--- src/rtl/errbank_pkg.sv ---
package errbank_pkg;

   typedef struct packed {
      logic uc;
      logic pcc;
      logic sig;
      logic act;
   } errflags_t;

   localparam errflags_t FLAGS_NONE = '{uc: 1'b0, pcc: 1'b0, sig: 1'b0, act: 1'b0};

   localparam logic [1:0] RANK_CORR  = 2'd0;
   localparam logic [1:0] RANK_RECOV = 2'd1;
   localparam logic [1:0] RANK_FATAL = 2'd2;

   function automatic logic [1:0] rank_of(errflags_t f);
      if (f.pcc)     return RANK_FATAL;
      else if (f.uc) return RANK_RECOV;
      else           return RANK_CORR;
   endfunction

endpackage

--- src/rtl/errbank_classify.sv ---
module errbank_classify
   import errbank_pkg::*;
#(
   parameter int CLASS_W          = 3,
   parameter bit UNKNOWN_AS_FATAL = 1'b1
) (
   input  logic [CLASS_W-1:0] cls,
   output errflags_t          flags,
   output logic               known
);

   localparam int CODE_CORR  = 0;
   localparam int CODE_UNA   = 1;
   localparam int CODE_OPT   = 2;
   localparam int CODE_REQ   = 3;
   localparam int CODE_FATAL = 4;

   errflags_t base_flags;
   logic      base_known;

   always_comb begin
      base_flags = FLAGS_NONE;
      base_known = 1'b1;
      if (cls == CLASS_W'(CODE_CORR)) begin
         base_flags = FLAGS_NONE;
      end else if (cls == CLASS_W'(CODE_UNA)) begin
         base_flags.uc = 1'b1;
      end else if (cls == CLASS_W'(CODE_OPT)) begin
         base_flags.uc  = 1'b1;
         base_flags.sig = 1'b1;
      end else if (cls == CLASS_W'(CODE_REQ)) begin
         base_flags.uc  = 1'b1;
         base_flags.sig = 1'b1;
         base_flags.act = 1'b1;
      end else if (cls == CLASS_W'(CODE_FATAL)) begin
         base_flags.uc  = 1'b1;
         base_flags.pcc = 1'b1;
      end else begin
         base_known     = 1'b0;
         base_flags.uc  = 1'b1;
         base_flags.pcc = 1'b1;
      end
   end

   generate
      if (UNKNOWN_AS_FATAL) begin : g_unknown_fatal
         assign flags = base_flags;
         assign known = 1'b1;
      end else begin : g_unknown_drop
         assign flags = base_known ? base_flags : FLAGS_NONE;
         assign known = base_known;
      end
   endgenerate

endmodule

--- src/rtl/errbank_merge.sv ---
module errbank_merge
   import errbank_pkg::*;
(
   input  logic      cur_valid,
   input  logic      cur_over,
   input  errflags_t cur_flags,
   input  logic      evt_take,
   input  errflags_t evt_flags,
   input  logic      clr,
   output logic      nxt_valid,
   output logic      nxt_over,
   output errflags_t nxt_flags,
   output logic      load_payload,
   output logic      zero_payload
);

   logic      base_valid;
   logic      base_over;
   errflags_t base_flags;

   always_comb begin
      base_valid = cur_valid & ~clr;
      base_over  = cur_over  & ~clr;
      base_flags = clr ? FLAGS_NONE : cur_flags;
   end

   always_comb begin
      nxt_valid    = base_valid;
      nxt_over     = base_over;
      nxt_flags    = base_flags;
      load_payload = 1'b0;
      zero_payload = clr;
      if (evt_take) begin
         if (!base_valid) begin
            nxt_valid    = 1'b1;
            nxt_over     = 1'b0;
            nxt_flags    = evt_flags;
            load_payload = 1'b1;
         end else begin
            nxt_over     = 1'b1;
            nxt_flags    = base_flags | evt_flags;
            load_payload = rank_of(evt_flags) > rank_of(base_flags);
         end
      end
   end

endmodule

--- src/rtl/errbank_regs.sv ---
module errbank_regs
   import errbank_pkg::*;
#(
   parameter int ADDR_W = 16,
   parameter int SYND_W = 8
) (
   input  logic              clk,
   input  logic              rst_n,
   input  logic              nxt_valid,
   input  logic              nxt_over,
   input  errflags_t         nxt_flags,
   input  logic              load_payload,
   input  logic              zero_payload,
   input  logic [ADDR_W-1:0] in_addr,
   input  logic [SYND_W-1:0] in_synd,
   output logic              q_valid,
   output logic              q_over,
   output errflags_t         q_flags,
   output logic [ADDR_W-1:0] q_addr,
   output logic [SYND_W-1:0] q_synd
);

   localparam int PAY_W = ADDR_W + SYND_W;

   logic [PAY_W-1:0] pay_q;

   always_ff @(posedge clk or negedge rst_n) begin
      if (!rst_n) begin
         q_valid <= 1'b0;
         q_over  <= 1'b0;
         q_flags <= FLAGS_NONE;
      end else begin
         q_valid <= nxt_valid;
         q_over  <= nxt_over;
         q_flags <= nxt_flags;
      end
   end

   always_ff @(posedge clk or negedge rst_n) begin
      if (!rst_n) begin
         pay_q <= '0;
      end else if (load_payload) begin
         pay_q <= {in_addr, in_synd};
      end else if (zero_payload) begin
         pay_q <= '0;
      end
   end

   assign q_addr = pay_q[PAY_W-1:SYND_W];
   assign q_synd = pay_q[SYND_W-1:0];

endmodule

--- src/rtl/errbank_log.sv ---
module errbank_log
   import errbank_pkg::*;
#(
   parameter int ADDR_W           = 16,
   parameter int SYND_W           = 8,
   parameter int CLASS_W          = 3,
   parameter bit UNKNOWN_AS_FATAL = 1'b1
) (
   input  logic               clk,
   input  logic               rst_n,
   input  logic               evt_valid,
   input  logic [CLASS_W-1:0] evt_class,
   input  logic [ADDR_W-1:0]  evt_addr,
   input  logic [SYND_W-1:0]  evt_synd,
   input  logic               clr,
   output logic               log_valid,
   output logic               log_over,
   output logic               log_uc,
   output logic               log_pcc,
   output logic               log_sig,
   output logic               log_act,
   output logic [ADDR_W-1:0]  log_addr,
   output logic [SYND_W-1:0]  log_synd,
   output logic               reset_req
);

   generate
      if (CLASS_W < 3) begin : g_bad_class_w
         $error("errbank_log: CLASS_W must be at least 3");
      end
      if (ADDR_W < 1 || SYND_W < 1) begin : g_bad_pay_w
         $error("errbank_log: payload widths must be positive");
      end
   endgenerate

   errflags_t evt_flags;
   logic      evt_known;
   logic      nxt_valid, nxt_over, load_payload, zero_payload;
   errflags_t nxt_flags;
   logic      q_valid, q_over;
   errflags_t q_flags;

   errbank_classify #(
      .CLASS_W          (CLASS_W),
      .UNKNOWN_AS_FATAL (UNKNOWN_AS_FATAL)
   ) u_classify (
      .cls   (evt_class),
      .flags (evt_flags),
      .known (evt_known)
   );

   errbank_merge u_merge (
      .cur_valid    (q_valid),
      .cur_over     (q_over),
      .cur_flags    (q_flags),
      .evt_take     (evt_valid & evt_known),
      .evt_flags    (evt_flags),
      .clr          (clr),
      .nxt_valid    (nxt_valid),
      .nxt_over     (nxt_over),
      .nxt_flags    (nxt_flags),
      .load_payload (load_payload),
      .zero_payload (zero_payload)
   );

   errbank_regs #(
      .ADDR_W (ADDR_W),
      .SYND_W (SYND_W)
   ) u_regs (
      .clk          (clk),
      .rst_n        (rst_n),
      .nxt_valid    (nxt_valid),
      .nxt_over     (nxt_over),
      .nxt_flags    (nxt_flags),
      .load_payload (load_payload),
      .zero_payload (zero_payload),
      .in_addr      (evt_addr),
      .in_synd      (evt_synd),
      .q_valid      (q_valid),
      .q_over       (q_over),
      .q_flags      (q_flags),
      .q_addr       (log_addr),
      .q_synd       (log_synd)
   );

   assign log_valid = q_valid;
   assign log_over  = q_over;
   assign log_uc    = q_flags.uc;
   assign log_pcc   = q_flags.pcc;
   assign log_sig   = q_flags.sig;
   assign log_act   = q_flags.act;
   assign reset_req = q_valid & (q_flags.act | q_flags.pcc);

endmodule

--- config.mk ---
export PLATFORM = sky130hd
export DESIGN_NAME = errbank_log
export DESIGN_NICKNAME = d
export VERILOG_FILES = /design/src/rtl/errbank_pkg.sv /design/src/rtl/errbank_classify.sv /design/src/rtl/errbank_merge.sv /design/src/rtl/errbank_regs.sv /design/src/rtl/errbank_log.sv
export SDC_FILE = /design/constraint.sdc
export NUM_CORES = 1
export LEC_CHECK = 0
export ABC_AREA = 1
export CORE_MARGIN = 2
export CORE_UTILIZATION = 35
export CTS_CLUSTER_DIAMETER = 120
export DETAILED_ROUTE_END_ITERATION = 10
export PLACE_DENSITY = 0.75
export SETUP_SLACK_MARGIN = 0.2
export SLEW_MARGIN = 20
export SYNTH_ARGS = -nofsm -noshare
export SYNTH_HDL_FRONTEND = slang
export SYNTH_SLANG_ARGS = --single-unit
--- constraint.sdc ---
create_clock -name clk -period 1.4 [get_ports clk]
set_input_delay 0.28 -clock clk [delete_from_list [all_inputs] [get_ports clk]]
set_output_delay 0.28 -clock clk [all_outputs]
set_load 0.05 [all_outputs]
==> key figures, run 1 <==
Die
  – Die Footprint: 4420 sq um
  – Floorplan row count: 22
  – Core outline area: 3720 sq um
  – Die Wd: 66.5 um
  – Initial core utilization: 36.8%
  – Die span in y: 66.5 um
  – Number of top-level design ports: 62

Power and ir drop
  – Total power after layout: 3.30 mW
  – Leakage power summed over all cells: 1.35 nW
  – Power per cell area: 1180 nW/um^2
  – Worst-case vdd ir drop: 0.688 mV

Global routing
  – Remaining Overflow, GRT: 0
  – Wire length of the first global-routing pass: 6.95 mm
  – Antenna violations before repair: 0
  – Global-route usage over all layers: 21.1%
  – Largest net degree at the start of global routing: 31
  – Via count of the first global-routing pass: 1523

Yosys
  – Fraction of the mapped netlist area in adder cells: 2.74%
  – Flop and latch count out of synthesis: 30
  – Synthesized area per cell: 9.24 sq um
  – Post-synth EDFFs: 0
  – Multiplexer share of the synthesized area: 0%
  – Post-synth top flop: sky130_fd_sc_hd__dfrtp_1
  – Sequential cell area fraction in the yosys report: 54.9%
  – Syn_nets: 182
  – Cell type with the highest aggregate area in the netlist: sky130_fd_sc_hd__dfrtp_1
  – Syn Inst Count: 148
  – Share of async-settable or async-resettable flops after synthesis: 100%
  – Post-synthesis compound-gate area fraction: 3.66%
  – Post-synthesis xor/xnor area fraction: 0%
  – Mapped cell area: 1370 sq um
  – Dominant combinational cell family by area after synthesis: simple AND/OR/NAND/NOR gates
  – Share of the synthesized area in the top cell type: 54.9%
  – Area fraction in and, or, nand and nor cells after synthesis: 32.2%
  – Number of distinct library cells after synthesis: 22
  – Ys Warns: 0
  – Leading post-synthesis cells by cell area: sky130_fd_sc_hd__dfrtp_1 (55%), sky130_fd_sc_hd__nand2_1 (12%), sky130_fd_sc_hd__nand4_1 (11%)

Cells and area
  – Antenna diode count: 0
  – Layout fillers: 233
  – Non-filler instance count after layout: 284
  – P&R area growth vs syn: 104%
  – Total area of multi-input combinational cells: 621 sq um
  – Sequential cell area in the final layout: 756 sq um
  – Layout Utilization: 75.0%
  – Net total in the final layout: 269
  – Fin area: 2790 sq um
  – Fraction of layout instances using a drive strength above 1: 44.1%

STA
  – Max-slew violation count: 0
  – Least setup slack across all paths after layout: -194 ps
  – Worst clock skew on the final layout: 2.13 ps
  – RSZ-0062 raised after global routing: yes
  – Final setup violation count: 26
  – Min cycle time layout: 1590 ps
  – Least-Margin Pin Slew: 247 ps
  – Worst max-slew margin expressed relative to the limit: 83.4%
  – Period utilisation layout: 114%
  – Final Hold Viols: 0
  – Fmax: 627 MHz

Clock network
  – Number of H-tree levels: 2
  – Sink Count: 30
  – Clock network latency to the later pin of the worst-skew pair: 280 ps
  – Post-CTS clock slew at the launch and capture registers of the worst setup and hold paths: 60 ps
  – Root buf cell: sky130_fd_sc_hd__clkbuf_8
  – Number of buffers between clock root and the deepest sink: 2
  – CTS tree: built
  – TritonCTS buffer count: 5

Place
  – Placed cell areas: 2470 sq um
  – Routability congestion estimate: 0.877
  – Cell count after placement: 266
  – HPWL Detailed: 2.76 mm
  – PortBufs: 61

Worst setup path
  – Type of destination of the critical path: flip-flop
  – Type of the worst setup path: primary input to flip-flop
  – Depth of the worst register-to-register path: 9
  – Critical path startpoint category: primary input
  – Largest driver fanout on the critical path: 7
  – Worst EP arrival: 1810 ps
  – Required time of the critical path: 1620 ps

Detailed routing
  – Post-DR wirelength/cell: 14.6 um
  – Iteration-0 DRC Markers: 47
  – DRC errors left: 0
  – Initial DRT Pass Iterations: 4
  – Post-detailed-route via-to-cell ratio: 5.07
  – Remaining antenna violation count after routing: 0
  – Final routed wirelength across all metal layers: 4.15 mm
  – DR vias: 1439

Worst hold path
  – Worst min-delay path category: primary input to asynchronous set/reset pin

Flow run
  – Max-cap viol count: 0

Run status
  – Violations in the final reports: setup timing
  – Outcome: finished, violations left
==> where the power goes <==
group | switching [mW] | internal, mW
sequential | 0.119 | 0.969
combinational | 0.685 | 0.681
clock | 0.309 | 0.531
==> flip-flops by register name (all words and copies together), names as in the netlist <==
name            count
u_regs.pay_q       24
u_regs.q_flags      4
u_regs.q_over       1
u_regs.q_valid      1
==> what timing repair did <==
| item | 4_1_cts | 5_1_grt |
|---|---|---|
| setup buffers | 5 | 4 |
| cloned | 1 | 0 |
| hold buffers | 0 | 0 |
| endpoints found under the setup margin | 31 | 30 |
| resized for setup | 22 | 14 |
| pin swaps | 20 | 8 |
==> critical path, stage by stage <==
cell and delay (ps):
sky130_fd_sc_hd__dlygate4sd2_1 250, sky130_fd_sc_hd__inv_2 110, sky130_fd_sc_hd__nand2_2 70, sky130_fd_sc_hd__nor2_1 120, sky130_fd_sc_hd__ha_1 250, sky130_fd_sc_hd__a21oi_2 160
sky130_fd_sc_hd__nand2_2 110, sky130_fd_sc_hd__nand2_4 120, sky130_fd_sc_hd__buf_12 110, sky130_fd_sc_hd__buf_16 120, sky130_fd_sc_hd__nand2_2 40, sky130_fd_sc_hd__nand2_1 50
==> worst paths after layout <==
check | startpoint | endpoint | slack (ps)
worst max-delay path | clr | u_regs.pay_q[19] | -190
worst min-delay path | rst_n | u_regs.q_valid | 370
worst max register to register | u_regs.q_flags[2] | u_regs.pay_q[19] | -190
worst min register to register | u_regs.pay_q[6] | u_regs.pay_q[6] | 590
max in group asynchronous | rst_n | u_regs.q_flags[3] | 860
min in group clk | evt_class[2] | u_regs.q_flags[1] | 470
==> area by class of cell <==
cell class	instances	share of cell area [%]
tap	48	2.16
clock buffer	7	2.74
timing repair buffer	90	43.7
clock inverter	1	1.08
multi-input combinational	101	22.3
sequential	30	27.1
inverter	7	0.943
==> layer usage <==
layer	routed length (um)	GRT usage [%]	vias to the layer above
met5	0	0	-
met4	114	8.67	0
met3	297	7.60	11
met2	2100	36.5	68
met1	1640	23.4	686
li1	-	-	674
==> cells in the final DEF, fill, tap and decap left out <==
| master | Yosys | final |
|---|---|---|
| sky130_fd_sc_hd__a21oi_1 | 1 | 1 |
| sky130_fd_sc_hd__a21oi_2 | 1 | 1 |
| sky130_fd_sc_hd__buf_12 | 0 | 34 |
| sky130_fd_sc_hd__buf_16 | 0 | 1 |
| sky130_fd_sc_hd__buf_4 | 0 | 19 |
| sky130_fd_sc_hd__buf_6 | 1 | 5 |
| sky130_fd_sc_hd__buf_8 | 1 | 1 |
| sky130_fd_sc_hd__bufinv_16 | 0 | 1 |
| sky130_fd_sc_hd__clkbuf_1 | 1 | 2 |
| sky130_fd_sc_hd__clkbuf_8 | 0 | 5 |
| sky130_fd_sc_hd__clkdlybuf4s50_1 | 0 | 26 |
| sky130_fd_sc_hd__dfrtp_1 | 30 | 26 |
| sky130_fd_sc_hd__dfrtp_2 | 0 | 4 |
| sky130_fd_sc_hd__dlygate4sd2_1 | 0 | 4 |
| sky130_fd_sc_hd__ha_1 | 3 | 2 |
| sky130_fd_sc_hd__ha_4 | 0 | 1 |
| sky130_fd_sc_hd__inv_1 | 6 | 4 |
| sky130_fd_sc_hd__inv_2 | 1 | 3 |
| sky130_fd_sc_hd__nand2_1 | 44 | 30 |
| sky130_fd_sc_hd__nand2_2 | 12 | 20 |
| sky130_fd_sc_hd__nand2_4 | 1 | 7 |
| sky130_fd_sc_hd__nand3_1 | 3 | 3 |
| sky130_fd_sc_hd__nand4_1 | 24 | 24 |
| sky130_fd_sc_hd__nor2_1 | 5 | 3 |
| sky130_fd_sc_hd__nor2_4 | 0 | 2 |
| sky130_fd_sc_hd__nor3_1 | 1 | 1 |
| sky130_fd_sc_hd__o211ai_1 | 1 | 1 |
| sky130_fd_sc_hd__o21ai_0 | 3 | 2 |
| sky130_fd_sc_hd__o21ai_1 | 0 | 1 |
| sky130_fd_sc_hd__o21bai_1 | 1 | 1 |
| sky130_fd_sc_hd__o22ai_1 | 1 | 1 |
==> cell families after synthesis <==
group                    Yosys count
AO/OA/AOI/OAI                      8
buffers and inverters             17
flip-flops                        30
adder cells (fa/ha/maj)            3
AND/OR/NAND/NOR                   90
==> cells in the mapped netlist, types with 2 or more instances <==
master	number
sky130_fd_sc_hd__nand4_1	24
sky130_fd_sc_hd__buf_1	2
sky130_fd_sc_hd__ha_1	3
sky130_fd_sc_hd__nand3_1	3
sky130_fd_sc_hd__nand2_2	12
sky130_fd_sc_hd__buf_2	5
sky130_fd_sc_hd__nand2_1	44
sky130_fd_sc_hd__nor2_1	5
sky130_fd_sc_hd__inv_1	6
sky130_fd_sc_hd__dfrtp_1	30
sky130_fd_sc_hd__o21ai_0	3
==> through the flow <==
step	worst slack [ps]	setup TNS (ps)	hold slack, ps
2_1_floorplan	-201	-4270	-15.6
3_3_place_gp	-502	-13070	562
3_5_place_dp	-552	-14120	569
4_1_cts	-152	-2540	365
5_1_grt	-285	-6050	369
6_report	-194	-3770	367
No activity file was read; power rests on OpenSTA's default activity.
==> run 2: changes to the inputs <==
--- a/config.mk
+++ b/config.mk
@@ -10,8 +10,7 @@
 export CORE_UTILIZATION = 35
 export CTS_CLUSTER_DIAMETER = 120
 export DETAILED_ROUTE_END_ITERATION = 10
-export PLACE_DENSITY = 0.75
-export SETUP_SLACK_MARGIN = 0.2
+export PLACE_DENSITY = 0.72
 export SLEW_MARGIN = 20
 export SYNTH_ARGS = -nofsm -noshare
 export SYNTH_HDL_FRONTEND = slang
==> key figures, run 2 (synthesis gave the netlist of run 1 again) <==
Global routing
  – Global-route usage over all layers: 22.1% (+1.0 points)
  – Largest net degree at the start of global routing: 31 (unchanged)
  – Remaining Overflow, GRT: 0 (unchanged)
  – Antenna violations before repair: 0 (unchanged)
  – Via count of the first global-routing pass: 1460 (-4.1%)
  – Wire length of the first global-routing pass: 7.22 mm (+4.0%)

Place
  – Placed cell areas: 2490 sq um (+0.81%)
  – PortBufs: 61 (unchanged)
  – HPWL Detailed: 2.94 mm (+6.7%)
  – Routability congestion estimate: 0.851 (-3.0%)

Flow run
  – Max-cap viol count: 0 (unchanged)

Power and ir drop
  – Leakage power summed over all cells: 1.35 nW (+0.45%)
  – Share of power burned in registers: 33.9% (+0.9 points)
  – Clock group share of total power: 22.4% (-3.1 points)
  – Relative contribution of combinational cells to total power: 43.7% (+2.2 points)
  – Switch share: 35.6% (+1.8 points)
  – Cell Int Power: 2.08 mW (-4.8%)
  – Total power after layout: 3.23 mW (-2.0%)
  – Net switching power: 1.15 mW (+3.3%)
  – Worst-case vdd ir drop: 0.683 mV (-0.68%)
  – Power per cell area: 1150 nW/um^2 (-3.0%)

Cells and area
  – Most common cell after layout, fill and taps aside: sky130_fd_sc_hd__buf_12
  – P&R area growth vs syn: 106%
  – Fraction of layout instances using a drive strength above 1: 45.1% (+1.1 points)
  – Net total in the final layout: 270 (+0.37%)
  – Most flop-heavy register: u_regs.pay_q
  – Fin area: 2820 sq um (+1.0%)
  – Commonest non-fill, non-tap cells in the layout: sky130_fd_sc_hd__buf_12 (34), sky130_fd_sc_hd__nand2_1 (31), sky130_fd_sc_hd__dfrtp_1 (28)
  – Flip-flop count of the largest register after layout: 24 (unchanged)
  – Biggest registers after layout: u_regs.pay_q (24), u_regs.q_flags (4)
  – Antenna diode count: 0 (unchanged)

Clock network
  – Number of H-tree levels: 2 (unchanged)
  – Post-CTS clock slew at the launch and capture registers of the worst setup and hold paths: 70 ps (about the same)
  – Number of buffers between clock root and the deepest sink: 2 (unchanged)
  – TritonCTS buffer count: 5 (unchanged)
  – Root buf cell: sky130_fd_sc_hd__clkbuf_8
  – Sink Count: 30 (unchanged)
  – CTS tree: built
  – Clock network latency to the later pin of the worst-skew pair: 280 ps (about the same)
  – Hold Buf Count CTS: 0 (unchanged)

Worst setup path
  – Type of the worst setup path: flip-flop to primary output
  – Type of destination of the critical path: primary output
  – Source of the worst register-to-register timing path: u_regs.q_flags[2]
  – Required time of the critical path: 1120 ps (-500 ps)
  – Critical path startpoint category: flip-flop
  – Maximum single-stage delay on the critical path: 460 ps (+210 ps)
  – Largest driver fanout on the critical path: 3 (-4)
  – Slowest stage cell on the critical path: sky130_fd_sc_hd__dfrtp_2
  – Most common cell on crit path: sky130_fd_sc_hd__buf_4
  – Slack of the worst reg-to-reg path: -170 ps (+20 ps)
  – Worst EP arrival: 1300 ps (-510 ps)
  – Depth of the worst register-to-register path: 9 (unchanged)
  – Terminus of the critical flop-to-flop path: u_regs.pay_q[2]
  – CP Cell Sequence: buf_4 > buf_4 > buf_4 > buf_12

Die
  – Die Footprint: 4420 sq um (unchanged)
  – Core outline area: 3720 sq um (unchanged)
  – Die Wd: 66.5 um (unchanged)
  – Die span in y: 66.5 um (unchanged)
  – Number of top-level design ports: 62 (unchanged)
  – Initial core utilization: 36.8% (unchanged)
  – Floorplan row count: 22 (unchanged)

Detailed routing
  – DRC errors left: 0 (unchanged)
  – Remaining antenna violation count after routing: 0 (unchanged)
  – Iteration-0 DRC Markers: 110 (+130%)
  – DR vias: 1438 (-0.069%)
  – Post-DR wirelength/cell: 15.7 um (+7.5%)
  – Post-detailed-route via-to-cell ratio: 5.05 (-0.42%)
  – Final routed wirelength across all metal layers: 4.48 mm (+7.9%)
  – Initial DRT Pass Iterations: 4 (unchanged)

STA
  – Least setup slack across all paths after layout: -176 ps (+18.5 ps)
  – Worst max-slew margin expressed relative to the limit: 83.6% (+0.18 points)
  – Worst hold-check slack: 369 ps (+1.60 ps)
  – Max-slew violation count: 0 (unchanged)
  – Min cycle time layout: 1580 ps (-18.5 ps)
  – Least-Margin Pin Slew: 244 ps (-3.43 ps)
  – Final Hold Viols: 0 (unchanged)
  – Period utilisation layout: 113% (-1.3 points)
  – Worst clock skew on the final layout: 3.94 ps (+1.81 ps)
  – RSZ-0062 raised after global routing: yes
  – Final setup violation count: 26 (unchanged)
  – Fmax: 635 MHz (+1.2%)

Run status
  – Outcome: finished, violations left
  – Violations in the final reports: setup timing

Worst hold path
  – Worst min-delay path category: primary input to asynchronous set/reset pin
## run 2: cell count changes in the layout (fill, tap and decap cells not counted), sizes merged
cell    change
buf         +1
clkinv      +1
bufinv      -1
## run 2: how the worst max path moves through the flow
stage                                   to              start  slack [ps]
final                              log_pcc  u_regs.q_flags[2]        -180
after global routing       u_regs.pay_q[8]  u_regs.q_flags[2]        -270
after CTS                 u_regs.pay_q[10]  u_regs.q_flags[3]        -160
after detailed placement  u_regs.pay_q[10]                clr        -580
after global placement    u_regs.pay_q[16]                clr        -530
after floorplan            u_regs.pay_q[0]  u_regs.q_flags[3]        -200
## run 2: through the flow
stage                     setup WS, ps  cells  setup TNS (ps)  util, %
after CTS                         -159    287           -3480     74.5
final                             -176    285           -3770     75.8
after floorplan                   -201    148           -4270        -
after detailed placement          -581    269          -14930     67.0
after global placement            -531    269          -13690     67.0
after global routing              -272    285           -6360     75.8
## run 2: routing by layer
layer  vias to the layer above  wire (um)  track usage [%]
met5                         -          0                0
met3                         7        311             7.09
met4                         0         48             4.08
met2                        68       2370             38.1
li1                        676          -                -
met1                       687       1750             27.3
## run 2: repair_timing
| item | CTS | global route |
|---|---|---|
| resized for setup | 25 | 16 |
| pin swaps | 11 | 15 |
| setup buffers | 9 | 0 |
| setup endpoints to repair | 29 | 28 |
| cloned | 2 | 0 |
## run 2: power by group through the flow
stage / clock [mW] / combinational (mW) / sequential (mW)
global placement: 0 / 1.24 / 1.10
finish: 0.724 / 1.41 / 1.09
detailed placement: 0 / 1.26 / 1.10
CTS: 0.738 / 1.39 / 1.09
global route: 0.794 / 1.48 / 1.10
floorplan: 0 / 0.240 / 1.39
## run 2: area by class of cell
| type | instances | area, sq um |
|---|---|---|
| Fill cell | 238 | 901 |
| Tap cell | 48 | 60.1 |
| Multi-Input combinational cell | 101 | 632 |
| Sequential cell | 30 | 753 |
| Clock inverter | 1 | 5.00 |
| Inverter | 7 | 26.3 |
| Clock buffer | 7 | 86.3 |
| Timing Repair Buffer | 91 | 1250 |
## run 2: critical path, delay by kind of cell, from the launching register on
family,cells,cell delay (ps)
buf+inv,4,570
flops,1,460
